$ cat src/rtl/tlbx_pkg.sv
package tlbx_pkg;

   typedef enum logic [2:0] {
      RG_USER,
      RG_KDIR_C,
      RG_KDIR_U,
      RG_KMAP,
      RG_CTRL
   } region_e;

   function automatic region_e region_of(input logic [2:0] top);
      region_e r;
      if (!top[2])             r = RG_USER;
      else if (top == 3'b100)  r = RG_KDIR_C;
      else if (top == 3'b101)  r = RG_KDIR_U;
      else if (top == 3'b110)  r = RG_KMAP;
      else                     r = RG_CTRL;
      return r;
   endfunction

endpackage

$ cat src/rtl/tlbx_region_dec.sv
module tlbx_region_dec
   import tlbx_pkg::*;
(
   input  logic [2:0] va_top,
   output logic       lookup,
   output logic       direct,
   output logic       bypass
);
   region_e rg;

   always_comb begin
      rg     = region_of(va_top);
      lookup = (rg == RG_USER) || (rg == RG_KMAP);
      direct = (rg == RG_KDIR_C) || (rg == RG_KDIR_U);
      bypass = (rg == RG_CTRL);
   end
endmodule

$ cat src/rtl/tlbx_entry.sv
module tlbx_entry #(
   parameter int VPN_W  = 20,
   parameter int ASID_W = 8,
   parameter int PPN_W  = 17
) (
   input  logic              clk,
   input  logic              rst_n,
   input  logic              ld,
   input  logic              ld_valid,
   input  logic [VPN_W-1:0]  ld_vpn,
   input  logic [ASID_W-1:0] ld_asid,
   input  logic [PPN_W-1:0]  ld_ppn,
   input  logic [VPN_W-1:0]  q_vpn,
   input  logic [ASID_W-1:0] q_asid,
   output logic              page_eq,
   output logic              id_eq,
   output logic              clash,
   output logic [PPN_W-1:0]  ppn
);
   logic              vld_q;
   logic [VPN_W-1:0]  vpn_q;
   logic [ASID_W-1:0] asid_q;
   logic [PPN_W-1:0]  ppn_q;

   always_ff @(posedge clk or negedge rst_n) begin
      if (!rst_n) begin
         vld_q  <= 1'b0;
         vpn_q  <= '0;
         asid_q <= '0;
         ppn_q  <= '0;
      end else if (ld) begin
         vld_q  <= ld_valid;
         vpn_q  <= ld_vpn;
         asid_q <= ld_asid;
         ppn_q  <= ld_ppn;
      end
   end

   assign page_eq = vld_q && (vpn_q == q_vpn);
   assign id_eq   = (asid_q == q_asid);
   assign clash   = vld_q && (vpn_q == ld_vpn) && (asid_q != ld_asid);
   assign ppn     = ppn_q;
endmodule

$ cat src/rtl/tlbx_select.sv
module tlbx_select #(
   parameter int N_ENT = 8,
   parameter int PPN_W = 17
) (
   input  logic [N_ENT-1:0]            hit_vec,
   input  logic [N_ENT-1:0]            idm_vec,
   input  logic [N_ENT-1:0][PPN_W-1:0] ppn_vec,
   output logic                        any_hit,
   output logic                        many_hit,
   output logic                        id_bad,
   output logic [PPN_W-1:0]            ppn_sel
);
   localparam int CNT_W = $clog2(N_ENT + 1);
   logic [CNT_W-1:0] cnt;

   always_comb begin
      cnt     = '0;
      ppn_sel = '0;
      id_bad  = 1'b0;
      for (int i = 0; i < N_ENT; i++) begin
         cnt     = cnt + CNT_W'(hit_vec[i]);
         ppn_sel = ppn_sel | (ppn_vec[i] & {PPN_W{hit_vec[i]}});
         id_bad  = id_bad | (hit_vec[i] & idm_vec[i]);
      end
      any_hit  = (cnt != '0);
      many_hit = (cnt > CNT_W'(1));
   end
endmodule

$ cat src/rtl/asid_tlb_xlate.sv
module asid_tlb_xlate #(
   parameter int N_ENT     = 8,
   parameter int ASID_W    = 8,
   parameter int PAGE_BITS = 12,
   parameter int PPN_W     = 17,
   localparam int VPN_W    = 32 - PAGE_BITS,
   localparam int IDX_W    = $clog2(N_ENT),
   localparam int PAD_W    = 32 - PPN_W - PAGE_BITS
) (
   input  logic              clk,
   input  logic              rst_n,
   input  logic [31:0]       va_i,
   input  logic [ASID_W-1:0] asid_i,
   input  logic              shared_mode_i,
   input  logic              priv_i,
   output logic [31:0]       pa_o,
   output logic              ok_o,
   output logic              miss_o,
   output logic              prot_o,
   output logic              multi_o,
   input  logic              wr_en_i,
   input  logic [IDX_W-1:0]  wr_idx_i,
   input  logic              wr_valid_i,
   input  logic [VPN_W-1:0]  wr_vpn_i,
   input  logic [ASID_W-1:0] wr_asid_i,
   input  logic [PPN_W-1:0]  wr_ppn_i,
   output logic              wr_rej_o
);
   generate
      if (N_ENT < 2)
         $error("N_ENT must be at least 2");
      if (PAGE_BITS < 10 || PAGE_BITS > 20)
         $error("PAGE_BITS out of range");
      if (PAD_W < 3)
         $error("physical page plus offset must fit in 29 bits");
   endgenerate

   logic lookup, direct, bypass;

   tlbx_region_dec i_rdec (
      .va_top (va_i[31:29]),
      .lookup (lookup),
      .direct (direct),
      .bypass (bypass)
   );

   logic [N_ENT-1:0]            page_eq, id_eq, clash, clash_oth, ld, hit_vec, idm_vec;
   logic [N_ENT-1:0][PPN_W-1:0] ppn_vec;

   for (genvar g = 0; g < N_ENT; g++) begin : g_ent
      tlbx_entry #(.VPN_W(VPN_W), .ASID_W(ASID_W), .PPN_W(PPN_W)) i_ent (
         .clk      (clk),
         .rst_n    (rst_n),
         .ld       (ld[g]),
         .ld_valid (wr_valid_i),
         .ld_vpn   (wr_vpn_i),
         .ld_asid  (wr_asid_i),
         .ld_ppn   (wr_ppn_i),
         .q_vpn    (va_i[31:PAGE_BITS]),
         .q_asid   (asid_i),
         .page_eq  (page_eq[g]),
         .id_eq    (id_eq[g]),
         .clash    (clash[g]),
         .ppn      (ppn_vec[g])
      );
      assign clash_oth[g] = clash[g] && (wr_idx_i != IDX_W'(g));
      assign ld[g]        = wr_en_i && (wr_idx_i == IDX_W'(g)) && !wr_rej_o;
      assign hit_vec[g]   = page_eq[g] && (id_eq[g] || !shared_mode_i);
      assign idm_vec[g]   = !id_eq[g];
   end

   assign wr_rej_o = wr_en_i && wr_valid_i && !shared_mode_i && (|clash_oth);

   logic             any_hit, many_hit, id_bad;
   logic [PPN_W-1:0] ppn_sel;

   tlbx_select #(.N_ENT(N_ENT), .PPN_W(PPN_W)) i_sel (
      .hit_vec  (hit_vec),
      .idm_vec  (idm_vec),
      .ppn_vec  (ppn_vec),
      .any_hit  (any_hit),
      .many_hit (many_hit),
      .id_bad   (id_bad),
      .ppn_sel  (ppn_sel)
   );

   always_comb begin
      pa_o    = '0;
      ok_o    = 1'b0;
      miss_o  = 1'b0;
      prot_o  = 1'b0;
      multi_o = 1'b0;
      if (bypass) begin
         ok_o = 1'b1;
         pa_o = va_i;
      end else if (direct) begin
         ok_o = 1'b1;
         pa_o = {3'b000, va_i[28:0]};
      end else if (lookup) begin
         if (!any_hit)
            miss_o = 1'b1;
         else if (many_hit)
            multi_o = 1'b1;
         else if (!shared_mode_i && !priv_i && id_bad)
            prot_o = 1'b1;
         else begin
            ok_o = 1'b1;
            pa_o = {{PAD_W{1'b0}}, ppn_sel, va_i[PAGE_BITS-1:0]};
         end
      end
   end
endmodule

$ cat config.mk
export PLATFORM = sky130hd
export DESIGN_NAME = asid_tlb_xlate
export DESIGN_NICKNAME = d
export VERILOG_FILES = /design/src/rtl/tlbx_pkg.sv /design/src/rtl/tlbx_region_dec.sv /design/src/rtl/tlbx_entry.sv /design/src/rtl/tlbx_select.sv /design/src/rtl/asid_tlb_xlate.sv
export SDC_FILE = /design/constraint.sdc
export NUM_CORES = 1
export LEC_CHECK = 0
export BUFFER_PORTS_ARGS = -buffer_cell sky130_fd_sc_hd__buf_4
export CELL_PAD_IN_SITES_DETAIL_PLACEMENT = 0
export CELL_PAD_IN_SITES_GLOBAL_PLACEMENT = 1
export CORE_MARGIN = 1
export CORE_UTILIZATION = 40
export DETAILED_ROUTE_END_ITERATION = 6
export GPL_TIMING_DRIVEN = 0
export PLACE_DENSITY = 0.71
export REMOVE_ABC_BUFFERS = 1
export SLEW_MARGIN = 20
export SYNTH_ARGS = -nofsm -noshare
export SYNTH_HDL_FRONTEND = slang
export SYNTH_SLANG_ARGS = --single-unit
$ cat constraint.sdc
create_clock -name clk -period 12.11 [get_ports clk]
set_clock_uncertainty 0.1 [all_clocks]
set_input_delay 3.0275 -clock clk [delete_from_list [all_inputs] [get_ports clk]]
set_output_delay 3.0275 -clock clk [all_outputs]
set_load 0.02 [all_outputs]
==> summary.md, run 1 <==
| Metric | Value |
|---|---|
| Total internal power | 2.85 mW |
| Sw Share | between 30% and 40% |
| Crit path max fanout | 24 |
| Data required, critical path | 8.98 ns |
| Clock share of power | 33.0% |
| Initial Util | 40.7% |
| Core Util, Final | 46.8% |
| DIE HEIGHT | 237 µm |
| Most common cell in the synthesized netlist | dfrtp_1 |
| PwrDens | 163 nW/µm² |
| Seq cells post-synth | 368 |
| Leakage power | 10.1 nW |
| I/O Pins | 131 |
| DR vias/cell | 5.75 |
| Fin nets | 2054 |
| DIE WIDTH | 237 µm |
| Antenna violations before repair | 0 |
| Global route overflow | 0 |
| Min-delay worst type | register to register |
| Most area-hungry cell type in the Yosys netlist | dfrtp_1 |
| Async S/R FF share, synth | 100% |
| Reg2reg setup slack | about 8 ns |
| Final Instance Count excl. Fillers | 2686 |
| CP endpoint kind | primary output |
| Mapped Area | 22000 µm² |
| Synth cell count leaders | 368 x dfrtp_1, 335 x xnor2_1, 280 x mux2_2, 131 x nand4_1, 111 x xor2_1 |
| Input/output buffers | 130 |
| Power, Total | just over 4 mW |
| Top post-synthesis cells by area | dfrtp_1 42%, mux2_2 14%, xnor2_1 13%, mux2_4 5.5%, xor2_1 4.4% |
| Dpl cells | 2598 |
| Vias in the first global route | 15.6k |
| Synth cell types | 60 |
| Fraction of layout cells with a size suffix above 1 | 32.4% |
| Period minus WS final | 11.86 ns |
| Vias | 15.4k |
| Final wirelength | 70100 µm |
| Synth top area share | a little over two fifths |
| Setup violators final | 0 |
| Avg WL per Cell | between 20 and 30 µm |
| Highest clock rate | 84.3 MHz |
| CTS Buf Count | 44 |
| Largest vdd supply drop | 0.0000987 V |
| Power share of the combinational group | ~24% |
| DRT iter0 DRCs | 1232 |
| Mean Syn Cell Area | roughly 12 µm² |
| EDFF count, synth | 0 |
| Most used flip-flop cell after synthesis | dfrtp_1 |
| Maximum clock insertion buffer count | 3 |
| Worst-Margin Slew | 1.18 ns |
| Yosys warnings | 0 |
| Largest net degree at the start of global routing | between 90 and 100 |
| MaxCap Viol Count | 0 |
| WS Path Type | primary input to primary output |
| Slew HR | 20.5% |
| Remaining DRCs | 0 |
| CTS tree | built |
| Global-route wire length before repair | 105000 µm |
| Unrepaired setup endpoints after global routing | false |
| Status | finished clean |
| Type of origin of the critical path | primary input |
| Clk slew on worst S/H paths | 0.06 ns |
| GPL Wtd Cong | ~0.9 |
| Arrival @ worst endpoint | 8.73 ns |
| Final hold vios | 0 |
| Core Rows | 85 |
| Syn Inst Count | roughly 1.9k |
| CTS H-Tree Depth | 2 |
| Net Switching | 1.27 mW |
| ANT nets after route | 0 |
| Total track usage | 25.2% |
| Max-slew violations | 0 |
| Clk_lat worst skew | 0.60 ns |
| TritonRoute pass-1 iters | 5 |
| Sequential-to-total area share from yosys stat | a little over two fifths |
| Post-route clock period utilization | between 90% and 100% |
| Clock root cell | clkbuf_16 |
| DIE AREA | around 56000 µm² |
| Core area | 54100 µm² |
| CTS Sinks | between 300 and 400 |
| Reg power frac | 42.5% |
| TNS Setup | 0 ns |
| Layout area overhead | 14.9% |
| HPWL after DPL | ~48000 µm |
-- metal layers --
layer	track usage (%)	vias to the layer above	part of all wire, %
met5	0	-	0
met4	8.52	0	3.0
met3	4.19	101	6.1
met2	39.5	499	46
met1	35.3	8035	45
li1	-	6799	-
-- power by group through the flow --
stage          registers, mW  logic, mW  clock network, mW
6_report                1.75       1.01               1.36
5_1_grt                 1.79       1.09               1.44
4_1_cts                 1.75       1.01               1.39
3_5_place_dp            1.77       1.00                  0
3_3_place_gp            1.75      0.966                  0
2_1_floorplan           1.71      0.719                  0
-- cell families (layout without fill, tap and decap cells) --
logic type	after synthesis	in the layout	synth area share (%)
AOI/OAI and AO/OA	119	119	4.69
xor gates and xnor gates	446	446	17.7
adders and majority gates	7	7	0.534
buffers and inverters	197	305	5.39
DFF	368	368	41.8
muxes	360	360	19.8
other	0	1	0
and+or+nand+nor	384	384	10.1
-- timing repair --
action | CTS | global route
gates resized for setup | 2 | 6
setup endpoints to repair | 9 | 16
hold buffers | 0 | 0
cloned | 0 | 0
buffers inserted | 2 | 3
pin swaps | 2 | 1
-- path summary, 6_finish.rpt --
| check | from | to | cells after the start |
|---|---|---|---|
| min reg2reg | g_ent[5].i_ent.ppn[3] | g_ent[5].i_ent.ppn[3] | 1 |
| min in group asynchronous | rst_n | g_ent[5].i_ent.asid_q[2] | 1 |
| max | va_i[12] | pa_o[12] | 21 |
| min | g_ent[5].i_ent.ppn[3] | g_ent[5].i_ent.ppn[3] | 1 |
| max reg2reg | g_ent[4].i_ent.asid_q[1] | g_ent[1].i_ent.ppn[5] | 9 |
| max in group asynchronous | rst_n | g_ent[0].i_ent.vpn_q[1] | 3 |
-- final cells by class --
cell class | instances | area, µm²
fill | 4897 | 28800
multi-input combinational | 1316 | 11800
sequential | 368 | 9210
timing repair buffer | 171 | 1780
clock buffer | 56 | 1240
tap | 696 | 871
clock inverter | 26 | 249
inverter | 52 | 195
antenna | 1 | 2.50
-- metrics by stage --
stage	instance area (µm²)	hold slack (ns)	setup WS, ns
after floorplan	21000	0.374	0.628
after global placement	22900	0.389	-2.41
after detailed placement	23800	0.393	-0.187
after CTS	25300	0.409	0.00575
after global routing	25300	0.417	0.0476
final	25300	0.404	0.252
-- worst max-delay path, stage by stage --
cell,delay (ns)
buf_4,0.20
xnor2_1,0.46
nand4_1,0.25
nor4_4,0.33
buf_4,0.26
and3_1,0.17
ha_1,0.22
inv_1,0.08
fa_1,0.42
fa_1,0.49
inv_1,0.10
fa_1,0.19
inv_1,0.07
fa_1,0.44
a2111oi_0,0.38
a21oi_1,0.07
nor2b_1,0.34
a21oi_4,0.18
buf_16,0.22
nor4_1,0.55
buf_4,0.25
-- cells in the final DEF (no fill, tap or decap), drive strengths merged, types with 3 or more instances in the layout --
master / n
dfrtp: 368
mux2: 360
xnor2: 335
buf: 171
nand4: 131
xor2: 111
nor2: 72
nor4: 68
clkbuf: 56
inv: 54
nand2: 32
nand3: 29
a22o: 27
clkinv: 17
a21o: 16
nor3b: 13
o2111ai: 11
o221ai: 10
a21oi: 10
and3: 10
nor2b: 8
a211oi: 8
o22a: 8
nor4b: 6
a2111oi: 5
o21ai: 5
nand2b: 4
fa: 4
clkinvlp: 4
a32oi: 4
or4: 3
ha: 3
bufinv: 3
-- state kept, by name, indices dropped and copies added (netlist names) --
register,flops
g_ent.i_ent.vpn_q,160
g_ent.i_ent.vld_q,8
g_ent.i_ent.ppn,136
g_ent.i_ent.asid_q,64
(Power assumes the default switching activity.)
==> run 2: changes to the inputs <==
CORE_ASPECT_RATIO = 0.8   (was default)
GPL_TIMING_DRIVEN = default   (was 0)
==> run 2 against run 1 <==
  * Setup slack gained 0.36 ns
  * Worst hold slack better by 0.0010 ns
  * Die area hardly changed
  * First-iteration DRC count decreased by 5.1%
  * Non-clock buffer count is 5 lower
  * Critical path type unchanged
==> summary.md, run 2 (synthesized netlist as in run 1, its figures left out) <==
| Metric | Value |
|---|---|
| Period minus WS final | 11.49 ns (-0.364 ns) |
| Maximum clock insertion buffer count | 3 (unchanged) |
| Core Util, Final | 45.7% (-1.1 points) |
| Hold Crit Endpoint | g_ent[0].i_ent.ppn[8] |
| Unrepaired setup endpoints after global routing | false |
| Core Rows | 76 (-11%) |
| Commonest non-fill, non-tap cell in the layout | dfrtp_1 |
| Most frequent cells in the layout | 368 x dfrtp_1, 335 x xnor2_1, 280 x mux2_2 |
| Cts-stage hold buffer count | 0 (unchanged) |
| Leakage power | 9.93 nW (-2.0%) |
| CTS Buf Count | 42 (-4.5%) |
| Remaining DRCs | 0 (unchanged) |
| DIE AREA | 56000 µm² (about the same) |
| Vias in the first global route | 15.7k (+0.57%) |
| Highest clock rate | 87.0 MHz (+3.2%) |
| ANT nets after route | 0 (unchanged) |
| Avg WL per Cell | 27.6 µm (+5.7%) |
| PwrDens | 167 nW/µm² (+2.5%) |
| Total track usage | 26.6% (+1.4 points) |
| Antenna violations before repair | 0 (unchanged) |
| Worst r2r src | g_ent[1].i_ent.asid_q[7] |
| Hold path depth | 1 (unchanged) |
| RR Endpoint | g_ent[3].i_ent.ppn[16] |
| Core area | 54100 µm² (about the same) |
| Largest net degree at the start of global routing | 90 (-6.3%) |
| Post CTS Setup Buffer Count | 0 (-2) |
| Global-route wire length before repair | 109000 µm (+3.8%) |
| Max-slew violations | 0 (unchanged) |
| WS Path Type | primary input to primary output |
| Hold Slack | 0.405 ns (+0.00102 ns) |
| Min-delay worst type | register to register |
| Global route overflow | 0 (unchanged) |
| Biggest register | g_ent.i_ent.vpn_q |
| Setup slack after layout | 0.616 ns (+0.364 ns) |
| CP max stage delay | 0.53 ns (-0.02 ns) |
| Worst-Margin Slew | 1.15 ns (-0.0313 ns) |
| DIE WIDTH | 264 µm (+12%) |
| Initial Util | 40.7% (about the same) |
| Slew HR | 22.9% (+2.4 points) |
| Clk_lat worst skew | 0.58 ns (-0.02 ns) |
| Post-route clock period utilization | 94.9% (-3.0 points) |
| Final hold vios | 0 (unchanged) |
| Setup violators final | 0 (unchanged) |
| Fin nets | 2047 (-0.34%) |
| GPL Wtd Cong | 0.950 (+5.6%) |
| Post_cts resized | 0 (-2) |
| Reg2reg setup slack | 7.58 ns (-0.21 ns) |
| Hold Crit Start | g_ent[0].i_ent.ppn[8] |
| CP endpoint kind | primary output |
| TNS Setup | 0 ns (unchanged) |
| DIE HEIGHT | 212 µm (-10%) |
| Crit path max fanout | 30 (+25%) |
| CP delay by family, top | adder cells |
| Power, Total | 4.13 mW (+0.14%) |
| TritonRoute pass-1 iters | 5 (unchanged) |
| Layout area overhead | 12.2% |
| I/O Pins | 131 (unchanged) |
| Crit-path cells | buf_4 > xnor2_1 > nand4_1 > nor4_1 > buf_4 > and3_1 > inv_1 > fa_1 > fa_1 > inv_1 > fa_1 > inv_1 > fa_1 > a2111oi_0 > a21oi_1 > nor2b_1 > a21oi_2 > buf_4 > nor4_1 > buf_4 |
| HPWL after DPL | 51100 µm (+7.3%) |
| Clock root cell | clkbuf_16 |
| Final wirelength | 74000 µm (+5.5%) |
| Largest register FFs | 160 (unchanged) |
| CP startpoint | va_i[13] |
| CTS tree | built |
| DRT iter0 DRCs | 1169 (-5.1%) |
| CTS Sinks | 368 (unchanged) |
| ANT cells | 0 (-1) |
| Clk slew on worst S/H paths | 0.06 ns (about the same) |
| MaxCap Viol Count | 0 (unchanged) |
| Buf+Inv Stages, Crit Path | 7 (unchanged) |
| Arrival @ worst endpoint | 8.37 ns (-0.36 ns) |
| CTS H-Tree Depth | 2 (unchanged) |
| Data required, critical path | 8.98 ns (about the same) |
| Input/output buffers | 130 (unchanged) |
| Worst path slowest cell | fa_1 |
| Vias | 15.4k (+0.052%) |
| Worst reg2reg path depth | 9 (unchanged) |
| DR vias/cell | 5.76 (+0.20%) |
| Fraction of layout cells with a size suffix above 1 | 31.4% (-0.96 points) |
| Worst path depth | 20 (-4.8%) |
| Largest vdd supply drop | 0.0000999 V (+1.1%) |
| Type of origin of the critical path | primary input |
| Status | finished clean |
| Post-placement setup slack | 0.706 ns (+0.892 ns) |
[run 2: cell count changes in the layout (fill, tap and decap cells not counted), moves of 3 or more]
cell / before / now
clkinv_2: 15 / 10
and3_1: 6 / 10
buf_4: 140 / 163
buf_8: 6 / 1
clkbuf_1: 3 / 6
buf_16: 22 / 1
[run 2: report_power, final]
| part | total (mW) | internal [mW] | switching [mW] |
|---|---|---|---|
| combinational | 1.01 | 0.543 | 0.464 |
| clock | 1.34 | 0.778 | 0.567 |
| sequential | 1.78 | 1.50 | 0.274 |
| total | 4.13 | 2.82 | 1.30 |
[run 2: worst max path at each step]
stage                    end  slack, ns
floorplan           pa_o[12]       0.63
global placement    pa_o[18]       0.73
detailed placement  pa_o[14]       0.71
CTS                 pa_o[14]       0.70
global route        pa_o[14]       0.45
finish              pa_o[14]       0.62
[run 2: final cells by class]
class	count	area, µm²
well taps	702	878
flip-flops and latches	368	9210
clock buffers	59	1220
repair buffers	166	1280
inverters	52	195
multi-input cells	1316	11700
clock inverters	19	226
fillers	4962	29400
[run 2: stage by stage]
stage,std cells,cell area (µm²)
floorplan,1736,21000
global placement,2603,23200
detailed placement,2603,23200
CTS,2681,24700
global route,2682,24700
finish,2682,24700
[run 2: routing by layer]
metal / track usage, % / wire [µm] / vias to the layer above
met1: 37.3 / 33900 / 8019
met5: 0 / 0 / -
met3: 4.59 / 4410 / 116
met2: 41.9 / 33600 / 533
li1: - / - / 6774
met4: 7.82 / 2040 / 0
==> run 3: changes to the inputs <==
CORE_UTILIZATION = 50   (was 40)
PLACE_DENSITY = 0.84   (was 0.71)
==> run 3 against run 2 <==
  * Clock power down 9%
  * Via count up 0.88%
  * Highest routed layer unchanged
  * Largest cell class unchanged
  * Maximum frequency down 1.5%
  * Routed wire length down 1.6%
  * Cell count down 5.9%
  * Cell area down 1.6%
  * Die area down 20%
  * Count of clock-buffer cells in the layout down 6
  * Sequential share of layout area up 0.62 points
  * First-iteration DRC count up 27%
  * Worst hold slack about the same
  * Register-to-register slack worse by 0.56 ns
==> summary.md, run 3 (synthesized netlist as in run 1, its figures left out) <==
| Metric | Value |
|---|---|
| Status | finished clean |
| PwrDens | 166 nW/µm² (-0.51%) |
| Commonest non-fill, non-tap cell in the layout | dfrtp_1 |
| Data required, critical path | 8.98 ns (about the same) |
| Power share of the combinational group | 25.5% (+1.1 points) |
| TritonRoute pass-1 iters | 5 (unchanged) |
| Clk_lat worst skew | 0.58 ns (about the same) |
| Unrepaired setup endpoints after global routing | false |
| Largest net degree at the start of global routing | 150 (+67%) |
| Avg WL per Cell | 28.9 µm (+4.6%) |
| WS Path Type | primary input to primary output |
| Clock share of power | 30.3% (-2.3 points) |
| TNS Setup | 0 ns (unchanged) |
| Power, Total | 4.04 mW (-2.1%) |
| Fraction of layout cells with a size suffix above 1 | 30.8% (-0.66 points) |
| Worst-Margin Slew | 1.33 ns (+0.184 ns) |
| Most frequent cells in the layout | 368 x dfrtp_1, 335 x xnor2_1, 280 x mux2_2 |
| CP max stage delay | 0.80 ns (+0.27 ns) |
| Global-route wire length before repair | 108000 µm (-0.98%) |
| Multi-input logic area | 11700 µm² (-0.12%) |
| DR vias/cell | 6.17 (+7.2%) |
| Reg power frac | 44.2% (+1.2 points) |
| MaxCap Viol Count | 0 (unchanged) |
| Initial Util | 50.9% (+10 points) |
| CP endpoint kind | primary output |
| CTS tree | built |
| Worst path depth | 21 (+5.0%) |
| Post-route clock period utilization | 96.3% (+1.4 points) |
| FILL cells | 3716 (-25%) |
| CTS Sinks | 368 (unchanged) |
| Clk slew on worst S/H paths | 0.06 ns (about the same) |
| ANT nets after route | 0 (unchanged) |
| Crit path max fanout | 25 (-17%) |
| Leakage power | 9.81 nW (-1.1%) |
| CP delay by family, top | simple AND/OR/NAND/NOR gates |
| Total track usage | 32.9% (+6.3 points) |
| Core Util, Final | 56.2% (+10 points) |
| Vias in the first global route | 15.7k (-0.38%) |
| Core area | 43300 µm² (-20%) |
| Biggest register | g_ent.i_ent.vpn_q |
| Final hold vios | 0 (unchanged) |
| Hold path depth | 1 (unchanged) |
| Crit-path cells | buf_4 > xnor2_1 > nand4_1 > nor4_1 > nand3b_1 > inv_1 > ha_1 > inv_1 > fa_1 > fa_1 > inv_1 > fa_1 > inv_1 > fa_1 > a2111oi_0 > a21oi_1 > nor2b_1 > a21oi_2 > buf_12 > nor4_1 > buf_4 |
| Clock root cell | clkbuf_16 |
| Cts-stage hold buffer count | 0 (unchanged) |
| ANT cells | 0 (unchanged) |
| Global route overflow | 0 (unchanged) |
| Post CTS Setup Buffer Count | 0 (unchanged) |
| DIE WIDTH | 237 µm (-10%) |
| Remaining DRCs | 0 (unchanged) |
| I/O Pins | 131 (unchanged) |
| FF/Latch Area | 9210 µm² (unchanged) |
| Core Rows | 68 (-11%) |
| Final wirelength | 72900 µm (-1.6%) |
| Buf+Inv Stages, Crit Path | 7 (unchanged) |
| Period minus WS final | 11.67 ns (+0.172 ns) |
| DIE AREA | 44900 µm² (-20%) |
| Vias | 15.6k (+0.88%) |
| Fin nets | 2040 (-0.34%) |
| Sw Share | 32.0% (+0.42 points) |
| Worst reg2reg path depth | 8 (-1) |
| Worst path slowest cell | nor4_1 |
| CTS Buf Count | 39 (-7.1%) |
| Arrival @ worst endpoint | 8.54 ns (+0.17 ns) |
| CTS H-Tree Depth | 2 (unchanged) |
| Input/output buffers | 130 (unchanged) |
| Max-slew violations | 0 (unchanged) |
| Maximum clock insertion buffer count | 3 (unchanged) |
| Setup violators final | 0 (unchanged) |
| Slew HR | 10.3% (-13 points) |
| Net Switching | 1.29 mW (-0.85%) |
| Antenna violations before repair | 0 (unchanged) |
| Min-delay worst type | register to register |
| Total internal power | 2.75 mW (-2.7%) |
| HPWL after DPL | 51300 µm (+0.30%) |
| Largest vdd supply drop | 0.000114 V (+14%) |
| GPL Wtd Cong | 0.940 (-0.97%) |
| Type of origin of the critical path | primary input |
| Highest clock rate | 85.7 MHz (-1.5%) |
| Layout area overhead | 10.4% |
| DRT iter0 DRCs | 1482 (+27%) |
| Largest register FFs | 160 (unchanged) |
| DIE HEIGHT | 190 µm (-10%) |
| Post_cts resized | 0 (unchanged) |
## run 3: cell count changes in the layout (fill, tap and decap cells not counted), sizes merged
| cell | change |
|---|---|
| clkbuf | -6 |
| clkinv | -6 |
| buf | -4 |
| clkinvlp | -1 |
| inv | +1 |
## run 3: final timing paths
check | from | end | slack, ns
setup / recovery | va_i[18] | pa_o[23] | 0.44
hold / removal | g_ent[1].i_ent.ppn[6] | g_ent[1].i_ent.ppn[6] | 0.41
setup reg to reg | g_ent[4].i_ent.asid_q[1] | g_ent[3].i_ent.vpn_q[1] | 7.02
hold reg to reg | g_ent[1].i_ent.ppn[6] | g_ent[1].i_ent.ppn[6] | 0.41
max in group asynchronous | rst_n | g_ent[2].i_ent.ppn[7] | 7.57
min in group asynchronous | rst_n | g_ent[5].i_ent.vpn_q[3] | 2.36
## run 3: worst reg2reg max path: stages, from the launching register on
cell and delay, ns:
dfrtp_1 0.42, xor2_1 0.18, nor4_1 1.12, a211oi_1 0.25, a32oi_1 0.43, a41oi_4 0.49, a21oi_4 0.80, buf_4 0.71
mux2_2 0.47
## run 3: layer usage
layer  GRT usage, %  wire (µm)  vias up
met2           50.8      33000      592
met4           10.2       2140        0
met1           47.2      32600     8126
met3           5.79       5170      105
li1               -          -     6755
met5              0          0        -
## run 3: cell type report
| class | instances | share of cell area, % |
|---|---|---|
| multi-input combinational | 1316 | 48.1 |
| sequential | 368 | 37.8 |
| timing repair buffer | 162 | 5.15 |
| clock buffer | 53 | 4.51 |
| tap | 560 | 2.88 |
| inverter | 52 | 0.802 |
| clock inverter | 13 | 0.679 |
## run 3: power by group through the flow
stage / combinational, mW / sequential, mW / clock, mW
after floorplan: 0.719 / 1.71 / 0
after global placement: 1.00 / 1.79 / 0
after detailed placement: 1.02 / 1.80 / 0
after CTS: 1.03 / 1.78 / 1.24
after global routing: 1.10 / 1.82 / 1.29
final: 1.03 / 1.78 / 1.22
## run 3: metrics by stage
| stage | instance area (µm²) | cells | hold slack (ns) | worst slack, ns |
|---|---|---|---|---|
| after CTS | 24300 | 2524 | 0.408 | 0.587 |
| after global routing | 24300 | 2524 | 0.419 | 0.244 |
| after global placement | 23100 | 2458 | 0.389 | 0.673 |
| final | 24300 | 2524 | 0.405 | 0.444 |
| after detailed placement | 23100 | 2458 | 0.395 | 0.620 |
| after floorplan | 21000 | 1736 | 0.374 | 0.628 |
